`src/rtl/mfu_resv_pkg.sv`:
```
package mfu_resv_pkg;

  localparam int CLS_W    = 3;
  localparam int MAX_LOCK = 4;
  localparam int CNT_W    = $clog2(MAX_LOCK);

  typedef logic [CNT_W-1:0] cnt_t;

  typedef enum logic [CLS_W-1:0] {
    CLS_SINGLE = 3'd0,
    CLS_DCMP   = 3'd1,
    CLS_DADD   = 3'd2,
    CLS_IMUL   = 3'd3,
    CLS_IMUL64 = 3'd4,
    CLS_DMUL   = 3'd5,
    CLS_SDMUL  = 3'd6,
    CLS_SDMUL2 = 3'd7
  } op_class_e;

  // Extra cycles the resource stays held after the issue cycle (length - 1).
  function automatic cnt_t hold_cycles(input logic [CLS_W-1:0] cls);
    cnt_t r;
    case (cls)
      CLS_DCMP, CLS_DADD, CLS_SDMUL, CLS_SDMUL2: r = cnt_t'(1);
      CLS_IMUL, CLS_IMUL64, CLS_DMUL:            r = cnt_t'(MAX_LOCK - 1);
      default:                                   r = '0;
    endcase
    return r;
  endfunction

  // Isolate lowest set bit of a request vector.
  function automatic logic [31:0] lowest_bit(input logic [31:0] v);
    return v & (~v + 32'd1);
  endfunction

endpackage

```
`src/rtl/mfu_lock_timer.sv`:
```
module mfu_lock_timer
  import mfu_resv_pkg::*;
#(
  parameter int CW = CNT_W
) (
  input  logic          clk_i,
  input  logic          rst_i,
  input  logic          load_i,
  input  logic [CW-1:0] load_val_i,
  output logic          busy_o
);

  logic [CW-1:0] remain_q;

  always_ff @(posedge clk_i) begin
    if (rst_i)                remain_q <= '0;
    else if (load_i)          remain_q <= load_val_i;
    else if (remain_q != '0)  remain_q <= remain_q - CW'(1);
  end

  assign busy_o = (remain_q != '0);

  // the owner must never reload a held resource
  a_r5_no_reload_while_busy: assert property (@(posedge clk_i) disable iff (rst_i)
    busy_o |-> !load_i);

  // a nonzero load makes the timer busy next cycle
  a_r1_load_makes_busy: assert property (@(posedge clk_i) disable iff (rst_i)
    (load_i && load_val_i != '0) |=> busy_o);

  // reset releases the hold
  a_r10_reset_clears: assert property (@(posedge clk_i)
    rst_i |=> !busy_o);

endmodule

```
`config.mk`:
```
export PLATFORM = sky130hd
export DESIGN_NAME = mfu_lock_timer
export DESIGN_NICKNAME = d
export VERILOG_FILES = /design/src/rtl/mfu_resv_pkg.sv /design/src/rtl/mfu_lock_timer.sv
export SDC_FILE = /design/constraint.sdc
export NUM_CORES = 1
export LEC_CHECK = 0
export BUFFER_PORTS_ARGS = -buffer_cell sky130_fd_sc_hd__buf_2
export CAP_MARGIN = 30
export CORE_AREA = 2 2 39 41
export CTS_BUF_LIST = sky130_fd_sc_hd__clkbuf_2 sky130_fd_sc_hd__clkbuf_4 sky130_fd_sc_hd__clkbuf_8
export DETAILED_ROUTE_END_ITERATION = 7
export DIE_AREA = 0 0 41 43
export HOLD_SLACK_MARGIN = 0.06
export PLACE_DENSITY = 0.3
export SYNTH_ARGS = -nofsm -noshare
export SYNTH_HDL_FRONTEND = slang
export SYNTH_SLANG_ARGS = --single-unit
```
`constraint.sdc`:
```
create_clock -name clk_i -period 1.38 [get_ports clk_i]
set_input_delay 0 -clock clk_i [delete_from_list [all_inputs] [get_ports clk_i]]
set_output_delay 0 -clock clk_i [all_outputs]
set_load 0.01 [all_outputs]
```
==> impl_results.md, run 1 <==
* Final Cycle Share at 94.1%
* Crit-path max cell delay at 0.56 ns
* Pre-CTS WS at 0.245 ns
* Final ANT Viol Nets at 0
* Combinational power share at 25.3%
* Post-Syn Area at 126 µm²
* Netlist cell types at 8
* IO buf count at 5
* Synth Register Bits at 2
* Die width at 41 µm
* CP most frequent cell: dlygate4sd3_1
* Gate Count Post-Synth at 13
* Starting density of the core at 9.13%
* Post-synth ARST share at 0%
* Tot GR Track Use at 4.50%
* Number of global-route vias before repair at 110
* Global-route wire length before repair at 407 µm
* Area contributors post-synth: dfxtp_1 32%, o41ai_2 13%, and2b_1 12%
* Hold Fails Final Rpt at 0
* Fmax at 0.770 GHz
* Final hold slack at 0.536 ns
* Post-synth top cells: 3 x inv_1, 2 x and2b_1, 2 x dfxtp_1, 2 x nand3b_1
* Top-count cell post-synth: inv_1
* Cell Count, Final, Fillers Out at 42
* CTS H-tree lvls at 1
* Ys flop type: dfxtp_1
* Worst path required time at 1.52 ns
* Post-synthesis sequential area ratio at 31.7%
* DRT Pass-1 Iters at 2
* Initial antenna violation count at 0
* Clk sink count at 2
* Pint at 198 µW
* Placed Cells at 34
* Vias per inst at 3.17
* Max-cap violations at 0
* Critical Path Slowest Stage Cell: dlygate4sd3_1
* Net switching power at 63.0 µW
* Inserted Clock Buffers at 3
* Clk network pwr share at 48.5%
* Synth top area share at 31.7%
* Crit start category: input port
* Total die area at 1760 µm²
* Diodes inserted at 0
* Layout area overhead at 93.1%
* Peak VDD IR at 0.258 mV
* Clock root cell: clkbuf_4
* Worst Hold Class: input port to register
* Num rows at 14
* EDFF count, synth at 0
* Largest net degree at the start of global routing at 5
* Clk buf depth at 2
* Number of setup buffers added after CTS at 0
* WP buf/inv at 3
* Fin. max-slew vios at 0
* Leak at 0.115 nW
* Final worst slack at 0.0818 ns
* Skew final at 0.00109 ns
* Total core area at 1380 µm²
* Top flop regs: remain_q x2
* CP max FO at 4
* Top delay family on crit path: buffers and inverters
* Total routed wirelength at 252 µm
* Syn nets at 19
* Reg with most FFs: remain_q
* Drt drc at 0
* RSZ-0062 raised after global routing: no
* Max reg flops at 2
* Slew margin rel. at 86.3%
* Setup violators final at 0
* Total grt overflow at 0
* Critical path arrival at 1.44 ns
* Placer Congestion at 0.520
* DR iter-0 viols at 1
* CTS tree: built
* Worst-path cell chain: dlygate4sd3_1 > buf_2 > nand3b_1 > dlygate4sd3_1 > o31ai_1
* # nets final at 34
* Register share of total power at 26.3%
* Worst slew pin tran at 0.204 ns
* Worst setup EP type: register
* WL/cell at 6.00 µm
* Worst Setup Path Type: input port to register
* Fillers at 157
* Via count at 133
* Setup TNS at 0 ns
* Ports at 6
* Die H at 43 µm
* Switching Fraction at 24.1%
* Share of cells above drive strength 1 at 34.6%
* Tmin final at 1.30 ns
* Status: complete, no violations
* Avg Cell Area, Syn at 9.72 µm²
* Synth Warn # at 0
* Cell taking the most area after synthesis: dfxtp_1
* Clk Latency, worst-skew pair at 0.22 ns
* CTS clk-pin slew, worst paths at 0.03 ns
* Pwr per Cell Area at 1070 nW/µm²
-- per-stage QoR --
step	utilization [%]	power, mW	cell area, µm²
2_1_floorplan	-	0.107	126
3_3_place_gp	12.4	0.126	171
3_5_place_dp	12.4	0.126	171
4_1_cts	17.6	0.271	244
5_1_grt	17.6	0.295	244
6_report	17.6	0.261	244
-- logic make-up after synthesis --
family | synth area share (%)
buffers and inverters | 8.91
xor gates and xnor gates | 6.93
and+or+nand+nor | 23.8
adders and majority gates | 9.90
AOI/OAI and AO/OA | 18.8
DFF | 31.7
-- what timing repair did --
action | in CTS | in global routing
gates resized for setup | 0 | 0
hold buffers | 5 | 0
endpoints found under the hold margin | 2 | 0
-- power groups by stage --
| stage | registers (mW) | clock network, mW | logic (mW) |
|---|---|---|---|
| CTS | 0.0687 | 0.136 | 0.0669 |
| global placement | 0.0692 | 0 | 0.0567 |
| detailed placement | 0.0695 | 0 | 0.0567 |
| finish | 0.0687 | 0.127 | 0.0660 |
| global route | 0.0689 | 0.150 | 0.0757 |
| floorplan | 0.0689 | 0 | 0.0384 |
-- final cells by class --
type	count	area, µm²	area share [%]
Clock buffer	3	22.5	9.23
Inverter	3	11.3	4.62
Multi-Input combinational cell	8	75.1	30.8
Sequential cell	2	40.0	16.4
Tap cell	16	20.0	8.21
Timing Repair Buffer	10	75.1	30.8
-- worst paths after layout --
kind,start,end,slack [ns],depth (start not counted)
worst min register to register,remain_q[0],remain_q[0],0.59,2
worst max register to register,remain_q[0],remain_q[1],0.25,4
worst min-delay path,rst_i,remain_q[1],0.54,3
worst max-delay path,rst_i,remain_q[0],0.08,5
-- worst register-to-register path: cells and delay by family, from the launching register on --
| family | cells | cell delay, ns |
|---|---|---|
| AO/OA/AOI/OAI | 1 | 0.25 |
| adder cells (fa/ha/maj) | 1 | 0.23 |
| buffers and inverters | 1 | 0.05 |
| flip-flops | 1 | 0.32 |
| AND/OR/NAND/NOR | 1 | 0.18 |
-- cell usage in the layout, fill, tap and decap left out --
cell type,n
dlygate4sd3_1,5
and2b_1,2
dfxtp_1,2
o31ai_1,1
o41ai_2,1
clkbuf_4,3
xor2_1,1
nand3b_1,2
buf_2,5
inv_1,3
ha_1,1
-- metal layers --
layer  share of wire [%]  track usage, %  wire (µm)
met5                   0               0          0
met4                   0            6.00          0
met3                  13            6.28         32
met2                  43            4.06        108
met1                  44            3.50        111
Power figures use the tool's default switching activity.
==> run 2, diff against run 1 <==
--- a/config.mk
+++ b/config.mk
@@ -12,7 +12,7 @@
 export DETAILED_ROUTE_END_ITERATION = 7
 export DIE_AREA = 0 0 41 43
 export HOLD_SLACK_MARGIN = 0.06
-export PLACE_DENSITY = 0.3
+export PLACE_DENSITY_LB_ADDON = 0.1
 export SYNTH_ARGS = -nofsm -noshare
 export SYNTH_HDL_FRONTEND = slang
 export SYNTH_SLANG_ARGS = --single-unit
==> run 2 against run 1 <==
  * Clock skew is 0.0011 ns higher
  * Sequential power is 0.7% higher
  * Routed wire length increased by 13%
  * Utilization shrank 0.72 points
  * Highest routed layer unchanged
  * Setup slack better by 0.12 ns
  * Critical path depth down 1
  * Combinational power is 2% lower
  * Clock-buffer cell count is the same
  * Sequential share of layout area rose by 0.70 points
  * Non-clock buffer count is 1 lower
  * Global-route usage grew 0.61 points
  * Cell count is 2.4% lower
==> impl_results.md, run 2 (same netlist as run 1, synthesis figures left out) <==
* Slew margin rel. at 83.6% (-2.7 points)
* Number of global-route vias before repair at 142 (+29%)
* Worst setup EP type: register
* Max reg flops at 2 (unchanged)
* Total routed wirelength at 285 µm (+13%)
* WL/cell at 6.95 µm (+16%)
* Pre-CTS WS at 0.169 ns (-0.0761 ns)
* Setup violators final at 0 (unchanged)
* DRT Pass-1 Iters at 1 (-1)
* Total die area at 1760 µm² (unchanged)
* Final ANT Viol Nets at 0 (unchanged)
* Reg with most FFs: remain_q
* Diodes inserted at 0 (unchanged)
* Final Util at 16.9% (-0.72 points)
* Initial antenna violation count at 0 (unchanged)
* Worst slew pin tran at 0.243 ns (+0.0394 ns)
* Max-cap violations at 0 (unchanged)
* Crit start category: register
* Hold Fails Final Rpt at 0 (unchanged)
* Vias per inst at 3.12 (-1.4%)
* Fin. max-slew vios at 0 (unchanged)
* Worst path required time at 1.50 ns (-0.02 ns)
* Drt drc at 0 (unchanged)
* Tmin final at 1.18 ns (-0.117 ns)
* Leading cell types in the layout, fill and taps excluded: 5 x buf_2, 4 x dlygate4sd3_1, 3 x inv_1, 3 x clkbuf_4
* Total core area at 1380 µm² (unchanged)
* Die H at 43 µm (unchanged)
* Worst Setup Path Type: register to register
* Number of setup buffers added after CTS at 0 (unchanged)
* Worst Hold Class: input port to register
* # nets final at 33 (-2.9%)
* Final hold slack at 0.548 ns (+0.0122 ns)
* Largest net degree at the start of global routing at 5 (unchanged)
* Ports at 6 (unchanged)
* DR iter-0 viols at 0 (-1)
* Starting density of the core at 9.13% (unchanged)
* Tot GR Track Use at 5.11% (+0.61 points)
* RSZ-0062 raised after global routing: no
* Fmax at 0.846 GHz (+9.9%)
* IO buf count at 5 (unchanged)
* Total grt overflow at 0 (unchanged)
* Clock root cell: clkbuf_4
* Num rows at 14 (unchanged)
* Share of cells above drive strength 1 at 36.0% (+1.4 points)
* Via count at 128 (-3.8%)
* Final Cycle Share at 85.6% (-8.4 points)
* Die width at 41 µm (unchanged)
* Global-route wire length before repair at 510 µm (+25%)
* Top flop regs: remain_q x2
* Layout area overhead at 85.1%
* DPL Wire Length at 224 µm
* Leak at 0.113 nW (-1.8%)
* Commonest non-fill, non-tap cell in the layout: buf_2
* CTS tree: built
* Peak VDD IR at 0.231 mV (-10%)
* Critical path arrival at 1.30 ns (-0.14 ns)
* Clk Latency, worst-skew pair at 0.22 ns (about the same)
* Clk sink count at 2 (unchanged)
* Placer Congestion at 0.655 (+26%)
* Setup TNS at 0 ns (unchanged)
* CTS H-tree lvls at 1 (unchanged)
* Skew final at 0.00221 ns (+0.00112 ns)
* CP max FO at 4 (unchanged)
* Clk buf depth at 2 (unchanged)
* CTS clk-pin slew, worst paths at 0.03 ns (about the same)
* Inserted Clock Buffers at 3 (unchanged)
* Pwr per Cell Area at 1130 nW/µm² (+5.6%)
* Status: complete, no violations
* Final worst slack at 0.198 ns (+0.117 ns)
-- run 2: cell types whose count changed in the layout (fill, tap and decap cells not counted), sizes merged --
| cell | change |
|---|---|
| dlygate4sd3 | -1 |
-- run 2: per-layer routing --
layer,routed length (µm),vias up,share of wire (%),GRT usage [%]
li1,-,69,-,-
met1,118,54,41,4.79
met2,153,5,54,5.63
met3,13,0,4.6,3.14
met4,0,0,0,8.00
met5,0,-,0,0
-- run 2: critical path: stages, from the launching register on --
cell and delay (ns):
dfxtp_1 0.33, inv_1 0.05, ha_1 0.23, and2b_1 0.18, o41ai_2 0.28
-- run 2: area by class of cell --
cell class | instances | area, µm²
clock buffer | 3 | 22.5
multi-input combinational | 8 | 75.1
tap | 16 | 20.0
fill | 161 | 1150
inverter | 3 | 11.3
sequential | 2 | 40.0
timing repair buffer | 9 | 65.1
-- run 2: timing repair --
item,4_1_cts,5_1_grt
hold buffers,4,0
gates resized for setup,0,0
endpoints found under the hold margin,2,0
-- run 2: worst paths after layout --
path	startpoint	to	slack (ns)	depth (start not counted)
hold reg to reg	remain_q[0]	remain_q[0]	0.61	2
setup reg to reg	remain_q[0]	remain_q[1]	0.20	4
hold / removal	load_val_i[0]	remain_q[0]	0.55	4
setup / recovery	remain_q[0]	remain_q[1]	0.20	4
-- run 2: stage by stage --
| stage | cell area (µm²) | instances | power [mW] |
|---|---|---|---|
| floorplan | 126 | 13 | 0.107 |
| global placement | 171 | 34 | 0.129 |
| detailed placement | 171 | 34 | 0.128 |
| CTS | 234 | 41 | 0.274 |
| global route | 234 | 41 | 0.280 |
| finish | 234 | 41 | 0.265 |
-- run 2: report_power, final --
part	internal, mW	total [mW]	switching [mW]	leakage, nW
sequential	0.0653	0.0692	0.00388	0.0166
clock	0.0960	0.130	0.0343	0.0138
combinational	0.0361	0.0650	0.0289	0.0821
